[config.mk]
export PLATFORM = sky130hd
export DESIGN_NAME = bus_cycle_seq
export DESIGN_NICKNAME = d
export VERILOG_FILES = /design/src/rtl/bcs_pkg.sv /design/src/rtl/bcs_rst_sync.sv /design/src/rtl/bcs_ptr_reg.sv /design/src/rtl/bcs_addr_gen.sv /design/src/rtl/bcs_rd_capture.sv /design/src/rtl/bus_cycle_seq.sv
export SDC_FILE = /design/constraint.sdc
export NUM_CORES = 1
export LEC_CHECK = 0
export ABC_AREA = 1
export BUFFER_PORTS_ARGS = -buffer_cell sky130_fd_sc_hd__buf_2
export CORE_ASPECT_RATIO = 1.4
export CORE_MARGIN = 1
export CORE_UTILIZATION = 30
export CTS_CLUSTER_SIZE = 30
export DETAILED_ROUTE_END_ITERATION = 7
export GPL_ROUTABILITY_DRIVEN = 0
export GPL_TIMING_DRIVEN = 0
export PLACE_DENSITY_LB_ADDON = 0.3
export SETUP_SLACK_MARGIN = 0.2
export SLEW_MARGIN = 20
export SYNTH_ARGS = -nofsm -noshare
export SYNTH_HDL_FRONTEND = slang
export SYNTH_SLANG_ARGS = --single-unit
export TNS_END_PERCENT = 30
[constraint.sdc]
create_clock -name clk -period 3.25 [get_ports clk]
set_clock_uncertainty 0.2 [all_clocks]
set_input_delay 0.325 -clock clk [delete_from_list [all_inputs] [get_ports clk]]
set_output_delay 0.325 -clock clk [all_outputs]
set_load 0.01 [all_outputs]
[src/rtl/bcs_pkg.sv]
package bcs_pkg;
  typedef enum logic [2:0] {
    CYC_PROG   = 3'd0,
    CYC_DREAD  = 3'd1,
    CYC_DWRITE = 3'd2,
    CYC_PUSH   = 3'd3,
    CYC_PULL   = 3'd4,
    CYC_NULL   = 3'd5,
    CYC_DSP    = 3'd6,
    CYC_DPC    = 3'd7
  } cyc_kind_e;

  function automatic logic kind_writes(cyc_kind_e k);
    return (k == CYC_DWRITE) || (k == CYC_PUSH);
  endfunction

  function automatic logic kind_captures(cyc_kind_e k);
    return (k == CYC_PROG) || (k == CYC_DREAD) || (k == CYC_PULL);
  endfunction
endpackage

[src/rtl/bcs_rst_sync.sv]
module bcs_rst_sync #(
  parameter int STAGES = 2
) (
  input  logic clk,
  input  logic rst_n,
  output logic rst_sync_n
);
  logic [STAGES-1:0] sync_q;

  always_ff @(posedge clk or negedge rst_n) begin
    if (!rst_n) sync_q <= '0;
    else        sync_q <= {sync_q[STAGES-2:0], 1'b1};
  end

  assign rst_sync_n = sync_q[STAGES-1];
endmodule

[src/rtl/bcs_ptr_reg.sv]
module bcs_ptr_reg #(
  parameter int              ADDR_W  = 16,
  parameter logic [ADDR_W-1:0] RST_VAL = '0,
  parameter bit              CAN_DEC = 1'b1
) (
  input  logic              clk,
  input  logic              rst_n,
  input  logic              load,
  input  logic [ADDR_W-1:0] load_val,
  input  logic              inc_en,
  input  logic              dec_en,
  output logic [ADDR_W-1:0] ptr
);
  localparam logic [ADDR_W-1:0] ONE = {{(ADDR_W-1){1'b0}}, 1'b1};

  logic [ADDR_W-1:0] ptr_q;
  logic [ADDR_W-1:0] ptr_d;
  logic              ptr_en;
  logic              dec_ok;

  generate
    if (CAN_DEC) begin : g_dec
      assign dec_ok = dec_en;
    end else begin : g_nodec
      assign dec_ok = 1'b0;
    end
  endgenerate

  always_comb begin
    ptr_en = load | inc_en | dec_ok;
    ptr_d  = ptr_q;
    if (load)        ptr_d = load_val;
    else if (inc_en) ptr_d = ptr_q + ONE;
    else if (dec_ok) ptr_d = ptr_q - ONE;
  end

  always_ff @(posedge clk or negedge rst_n) begin
    if (!rst_n)      ptr_q <= RST_VAL;
    else if (ptr_en) ptr_q <= ptr_d;
  end

  assign ptr = ptr_q;
endmodule

[src/rtl/bcs_addr_gen.sv]
module bcs_addr_gen
  import bcs_pkg::*;
#(
  parameter int ADDR_W = 16,
  parameter int DATA_W = 8
) (
  input  cyc_kind_e         kind,
  input  logic [ADDR_W-1:0] ear,
  input  logic [ADDR_W-1:0] sp,
  input  logic [ADDR_W-1:0] pc,
  input  logic [DATA_W-1:0] wr_data,
  output logic [ADDR_W-1:0] addr,
  output logic              rw,
  output logic              drive,
  output logic [DATA_W-1:0] wdata
);
  localparam logic [ADDR_W-1:0] ONE      = {{(ADDR_W-1){1'b0}}, 1'b1};
  localparam logic [ADDR_W-1:0] IDLE_ADR = '1;

  always_comb begin
    unique case (kind)
      CYC_PROG:   addr = pc;
      CYC_DREAD:  addr = ear;
      CYC_DWRITE: addr = ear;
      CYC_PUSH:   addr = sp;
      CYC_PULL:   addr = sp + ONE;
      CYC_NULL:   addr = IDLE_ADR;
      CYC_DSP:    addr = sp;
      CYC_DPC:    addr = pc;
      default:    addr = IDLE_ADR;
    endcase
    drive = kind_writes(kind);
    rw    = ~drive;
    wdata = drive ? wr_data : '0;
  end
endmodule

[src/rtl/bcs_rd_capture.sv]
module bcs_rd_capture #(
  parameter int DATA_W = 8
) (
  input  logic              clk,
  input  logic              rst_n,
  input  logic              cap_en,
  input  logic [DATA_W-1:0] bus_rdata,
  output logic [DATA_W-1:0] rd_data
);
  logic [DATA_W-1:0] rd_q;

  always_ff @(posedge clk or negedge rst_n) begin
    if (!rst_n)      rd_q <= '0;
    else if (cap_en) rd_q <= bus_rdata;
  end

  assign rd_data = rd_q;
endmodule

[src/rtl/bus_cycle_seq.sv]
module bus_cycle_seq
  import bcs_pkg::*;
#(
  parameter int                ADDR_W = 16,
  parameter int                DATA_W = 8,
  parameter logic [ADDR_W-1:0] SP_RST = 16'h01FF,
  parameter logic [ADDR_W-1:0] PC_RST = 16'hE000
) (
  input  logic              clk,
  input  logic              rst_n,
  input  logic [2:0]        cyc_kind,
  input  logic [ADDR_W-1:0] ear,
  input  logic [DATA_W-1:0] wr_data,
  input  logic [DATA_W-1:0] bus_rdata,
  input  logic              ptr_load,
  input  logic [ADDR_W-1:0] sp_load_val,
  input  logic [ADDR_W-1:0] pc_load_val,
  output logic [ADDR_W-1:0] bus_addr,
  output logic              bus_rw,
  output logic              bus_drive,
  output logic [DATA_W-1:0] bus_wdata,
  output logic [DATA_W-1:0] rd_data,
  output logic [ADDR_W-1:0] sp,
  output logic [ADDR_W-1:0] pc
);
  cyc_kind_e kind;
  logic      rst_sync_n;
  logic      sp_inc, sp_dec, pc_inc, cap_en;

  assign kind   = cyc_kind_e'(cyc_kind);
  assign sp_inc = (kind == CYC_PULL);
  assign sp_dec = (kind == CYC_PUSH);
  assign pc_inc = (kind == CYC_PROG);
  assign cap_en = kind_captures(kind);

  bcs_rst_sync #(.STAGES(2)) u_rst (
    .clk(clk), .rst_n(rst_n), .rst_sync_n(rst_sync_n)
  );

  bcs_ptr_reg #(.ADDR_W(ADDR_W), .RST_VAL(SP_RST), .CAN_DEC(1'b1)) u_sp (
    .clk(clk), .rst_n(rst_sync_n), .load(ptr_load), .load_val(sp_load_val),
    .inc_en(sp_inc), .dec_en(sp_dec), .ptr(sp)
  );

  bcs_ptr_reg #(.ADDR_W(ADDR_W), .RST_VAL(PC_RST), .CAN_DEC(1'b0)) u_pc (
    .clk(clk), .rst_n(rst_sync_n), .load(ptr_load), .load_val(pc_load_val),
    .inc_en(pc_inc), .dec_en(1'b0), .ptr(pc)
  );

  bcs_addr_gen #(.ADDR_W(ADDR_W), .DATA_W(DATA_W)) u_addr (
    .kind(kind), .ear(ear), .sp(sp), .pc(pc), .wr_data(wr_data),
    .addr(bus_addr), .rw(bus_rw), .drive(bus_drive), .wdata(bus_wdata)
  );

  bcs_rd_capture #(.DATA_W(DATA_W)) u_cap (
    .clk(clk), .rst_n(rst_sync_n), .cap_en(cap_en),
    .bus_rdata(bus_rdata), .rd_data(rd_data)
  );
endmodule

Word level (Yosys, flattened, before mapping)
Cells that the tools add are included.

Bits in registers: 42. Bits of input ports: 70. Output and inout bits: 66. Word-level logic and storage cells: 36.

$add $sub $neg: 3. Equality and inequality tests: 7. Multiplexer cells: 7. Bitwise operators: 4. Reductions and logical operators: 11.

Operators by type and width (number): two-way mux 16 bit (5); one-hot mux 16 bit (5 select lines) (1); adder 16 x 1 -> 16 bit (second input constant) (2); subtractor 16 x 1 -> 16 bit (second input constant) (1); equality test 3 bit (second input constant) (4); two-way mux 8 bit (1); equality test 3 x 2 -> 1 bit (second input constant) (2); OR reduction 2 bit (3); AND reduction 2 bit (2); equality test 3 x 1 -> 1 bit (second input constant) (1); zero test 3 bit (1); logical OR 1 bit (3); OR 1 bit (3); nonzero test 3 bit (1); nonzero test 2 bit (1); inverter 1 bit (1).

Longest topological paths before layout
Depth in word-level cells: 4. Gate-level depth with buffers: 11. Depth with buffers taken out: 11.

Hierarchy
Synthesis repeated with hierarchy kept, for this count alone.

Cells, all modules: 637. Area total of the unflattened synthesis: 4070.2 sq um.

By module, submodules not included: bcs_ptr_reg (u_sp) (instances 1, cells an instance 230, area each 1555.2 sq um, seq. area each 411.6 sq um); bcs_addr_gen (instances 1, cells an instance 219, area each 1072.3 sq um, seq. area each 0.0 sq um); bcs_ptr_reg (u_pc) (instances 1, cells an instance 141, area each 1044.8 sq um, seq. area each 404.1 sq um); bcs_rd_capture (instances 1, cells an instance 34, area each 305.3 sq um, seq. area each 200.2 sq um); bcs_rst_sync (instances 1, cells an instance 3, area each 53.8 sq um, seq. area each 50.0 sq um); bus_cycle_seq (instances 1, cells an instance 10, area each 38.8 sq um, seq. area each 0.0 sq um).

Least setup slack after synthesis
Ideal clock, no wire load.

Kind: reg-to-output. From: register u_sp.ptr_q[0], in the netlist u_sp.ptr[0]. To: output bus_addr[14]. Arrival: 1.509 ns. Data required time: 2.725 ns. Setup slack: 1.216 ns. Cell stages (with the launch flop): 9. Path buffers: 0. Path through: dfstp_2 -> ha_1 -> nand2_1 -> nor2_1 -> nand2_1 -> o21ai_0 -> nand2_1 -> nand2_1 -> nand4_1.

Word-level cells in the longest chain between the ends: 2.

Ends and longest elaborated chain: from (decl) (RTL line bcs_ptr_reg.sv:16) `logic [ADDR_W-1:0] ptr_q;`; from (signal assigned) (RTL line bcs_ptr_reg.sv:39) `else if (ptr_en) ptr_q <= ptr_d;`; adder 16 x 1 -> 16 bit (RTL line bcs_addr_gen.sv:26) `CYC_PULL: addr = sp + ONE;`; one-hot mux 16 bit (5 select lines) (RTL line bcs_addr_gen.sv:21) `unique case (kind)`; to (decl) (RTL line bus_cycle_seq.sv:18) `output logic [ADDR_W-1:0] bus_addr,`.

Every way passes these cells.

Final worst setup path
From: register u_sp.ptr_q[0], in the netlist u_sp.ptr[0]. To: output bus_addr[6].

Same word-level chain as after synthesis.

==> flow_metrics.env <==
export IMPL_status="completed"
export IMPL_cts_tree="built"
export IMPL_start_util_pct=31.13
export IMPL_ios=136
export IMPL_required_ps=2720
export IMPL_critPathBufInv=1
export IMPL_grt_use_total_pct=21.82
export IMPL_crit_fanout=6
export IMPL_end_kind="primary output"
export IMPL_dr_pass1_iters=5
export IMPL_grt_max_degree=26
export IMPL_dieArea_mm2=0.01227
export IMPL_core_region_area_mm2=0.01140
export IMPL_antenna_cells=0
export IMPL_start_kind="flip-flop"
export IMPL_cts_reportedPaths_clkPinSlew_ps=70
export IMPL_wl_per_cell_um=15.17
export IMPL_antenna_found_initial=0
export IMPL_vias_per_cell=4.972
export IMPL_setup_violations=0
export IMPL_rows=46
export IMPL_slew_violations=0
export IMPL_fin_crit_sh_pct=87.05
export IMPL_place_hpwl_um=10700
export IMPL_ys_async_sr_fraction_pct=100.0
export IMPL_port_buffers=134
export IMPL_overflow=0
export IMPL_finalNetCount=793
export IMPL_synth_nets=650
export IMPL_cts_buffers=5
export IMPL_arrival_ps=2300
export IMPL_ys_types=34
export IMPL_tightest_slew_ps=667.9
export IMPL_drive_gt1_share_pct=26.07
export IMPL_syn_avg_cell_area_um2=6.148
export IMPL_synth_ff_type="dfrtp_1"
export IMPL_ant_nets=0
export IMPL_syn_area_mm2=0.003547
export IMPL_hold_viol=0
export IMPL_p_leak_nw=2.395
export IMPL_crit_chain="ha_1, nand2_1, nor2_1, nand2_1, o21ai_0, nand4_1, buf_2"
export IMPL_dr_first_iter_drc_count=220
export IMPL_clk_latency_ps=290
export IMPL_crit_type="reg -> out"
export IMPL_cts_htree_levels=2
export IMPL_total_power_mw=1.984
export IMPL_clkSinkCount=42
export IMPL_synthToLayoutAreaGrowth_pct=29.07
export IMPL_die_x_um=93.90
export IMPL_tns_ps=0
export IMPL_yosys_register_bits=42
export IMPL_drc=0
export IMPL_most_common_layout_cells="158 x nand2_1, 144 x buf_2, 81 x inv_1"
export IMPL_crit_family="simple AND/OR/NAND/NOR gates"
export IMPL_fin_crit_ps=2829
export IMPL_peakVddDrop_uv=227.9
export IMPL_synthCells=577
export IMPL_cpPeakStageDelay_ps=590
export IMPL_maxCapViolCount=0
export IMPL_wl_um=13120
export IMPL_rsz0062_at_grt="false"
export IMPL_first_global_vias=4069
export IMPL_synth_edf_count=0
export IMPL_hold_class="reg -> async"
export IMPL_ys_warn_count=0
export IMPL_final_common_cell="nand2_1"
export IMPL_dieHeight_um=130.7
export IMPL_maxSlewHeadroom_pct=55.47
export IMPL_critPathSlowestCell="dfstp_2"
export IMPL_clockBufferDepth=2
export IMPL_yosysSeqAreaShare_pct=30.05
export IMPL_fmax_mhz=353.5
export IMPL_grt_pass1_wl_um=20220
export IMPL_via_count=4301
export IMPL_powerDensity_mw_per_mm2=433.4
export IMPL_cts_root_buffer="clkbuf_16"
export IMPL_crit_top_cell="nand2_1"
==> per-stage QoR <==
step	cell area [um2]	utilization, %	worst slack, ps	std cells	hold slack (ps)
final	4578	40.17	421.0	865	20.78
after global routing	4578	40.17	338.1	865	50.88
after CTS	4578	40.17	421.7	865	34.54
after detailed placement	4419	38.78	741.3	856	-84.91
after global placement	4398	38.59	738.5	855	-89.13
after floorplan	3547	-	1216	577	-170.6
==> report_power, final <==
| part | switching, mW | internal (mW) |
|---|---|---|
| clock | 0.236 | 0.288 |
| sequential | 0.0862 | 0.612 |
| combinational | 0.476 | 0.286 |
==> layout make-up <==
cell class                 count  area, um2
buffer                        26      145.1
multi-input combinational    424       2017
clock buffer                   5      125.1
fill                        1301       6818
tap                          144      180.2
clock inverter                 3      23.77
sequential                    42       1067
inverter                      85      319.1
timing repair buffer         136      700.7
==> cells by family (layout without fill, tap and decap cells) <==
group | count (synthesis) | count (layout) | share of synthesized area, %
multiplexers | 8 | 8 | 2.540
other | 1 | 1 | 0.1057
AO/OA/AOI/OAI | 86 | 86 | 13.79
buffers and inverters | 111 | 255 | 13.09
AND/OR/NAND/NOR | 320 | 320 | 37.88
flip-flops | 42 | 42 | 30.05
adder cells (fa/ha/maj) | 3 | 3 | 1.058
XOR/XNOR | 6 | 6 | 1.481
==> Yosys cell counts (6+ instances only) <==
cell type,number,share of area [%]
dfstp_2,12,8.9
nand2_1,158,17
clkbuf_1,9,0.95
nand4_1,22,3.9
o21ai_0,48,6.8
o22ai_1,18,3.2
nand3_1,50,7.1
nor3_1,6,0.85
inv_1,81,8.6
a21oi_1,7,0.99
dfrtp_1,30,21
buf_2,10,1.4
nor2_1,79,8.4
mux2_2,8,2.5
==> path summary, 6_finish.rpt <==
path                                  from            to  slack [ps]  depth (start not counted)
setup reg to reg               u_sp.ptr[0]  u_sp.ptr[14]        1040                         10
hold reg to reg            u_rst.sync_q[1]  u_sp.ptr[12]          20                          0
min in group clk            pc_load_val[8]   u_pc.ptr[8]          50                          3
hold / removal             u_rst.sync_q[1]  u_sp.ptr[12]          20                          0
max in group asynchronous  u_rst.sync_q[1]  u_pc.ptr[13]        2250                          1
setup / recovery               u_sp.ptr[0]   bus_addr[6]         420                          7
==> routing by layer <==
metal  vias up  track usage [%]  share of wire (%)
met5         -                0                  0
met3        32            3.241                5.1
met1      1968            24.02                 39
met4         0            10.68                4.0
li1       2152                -                  -
met2       149            40.49                 51
==> sequential cells by signal, indices dropped and copies added (netlist names) <==
name           count
u_pc.ptr          16
u_sp.ptr          16
u_cap.rd_data      8
u_rst.sync_q       2
==> what timing repair did <==
item / CTS / global route
hold endpoints to repair: 2 / 0
hold buffers: 1 / 0
buffers inserted: 0 / 0
gates resized for setup: 0 / 0
Note: power is estimated with default switching activity, not from simulation.
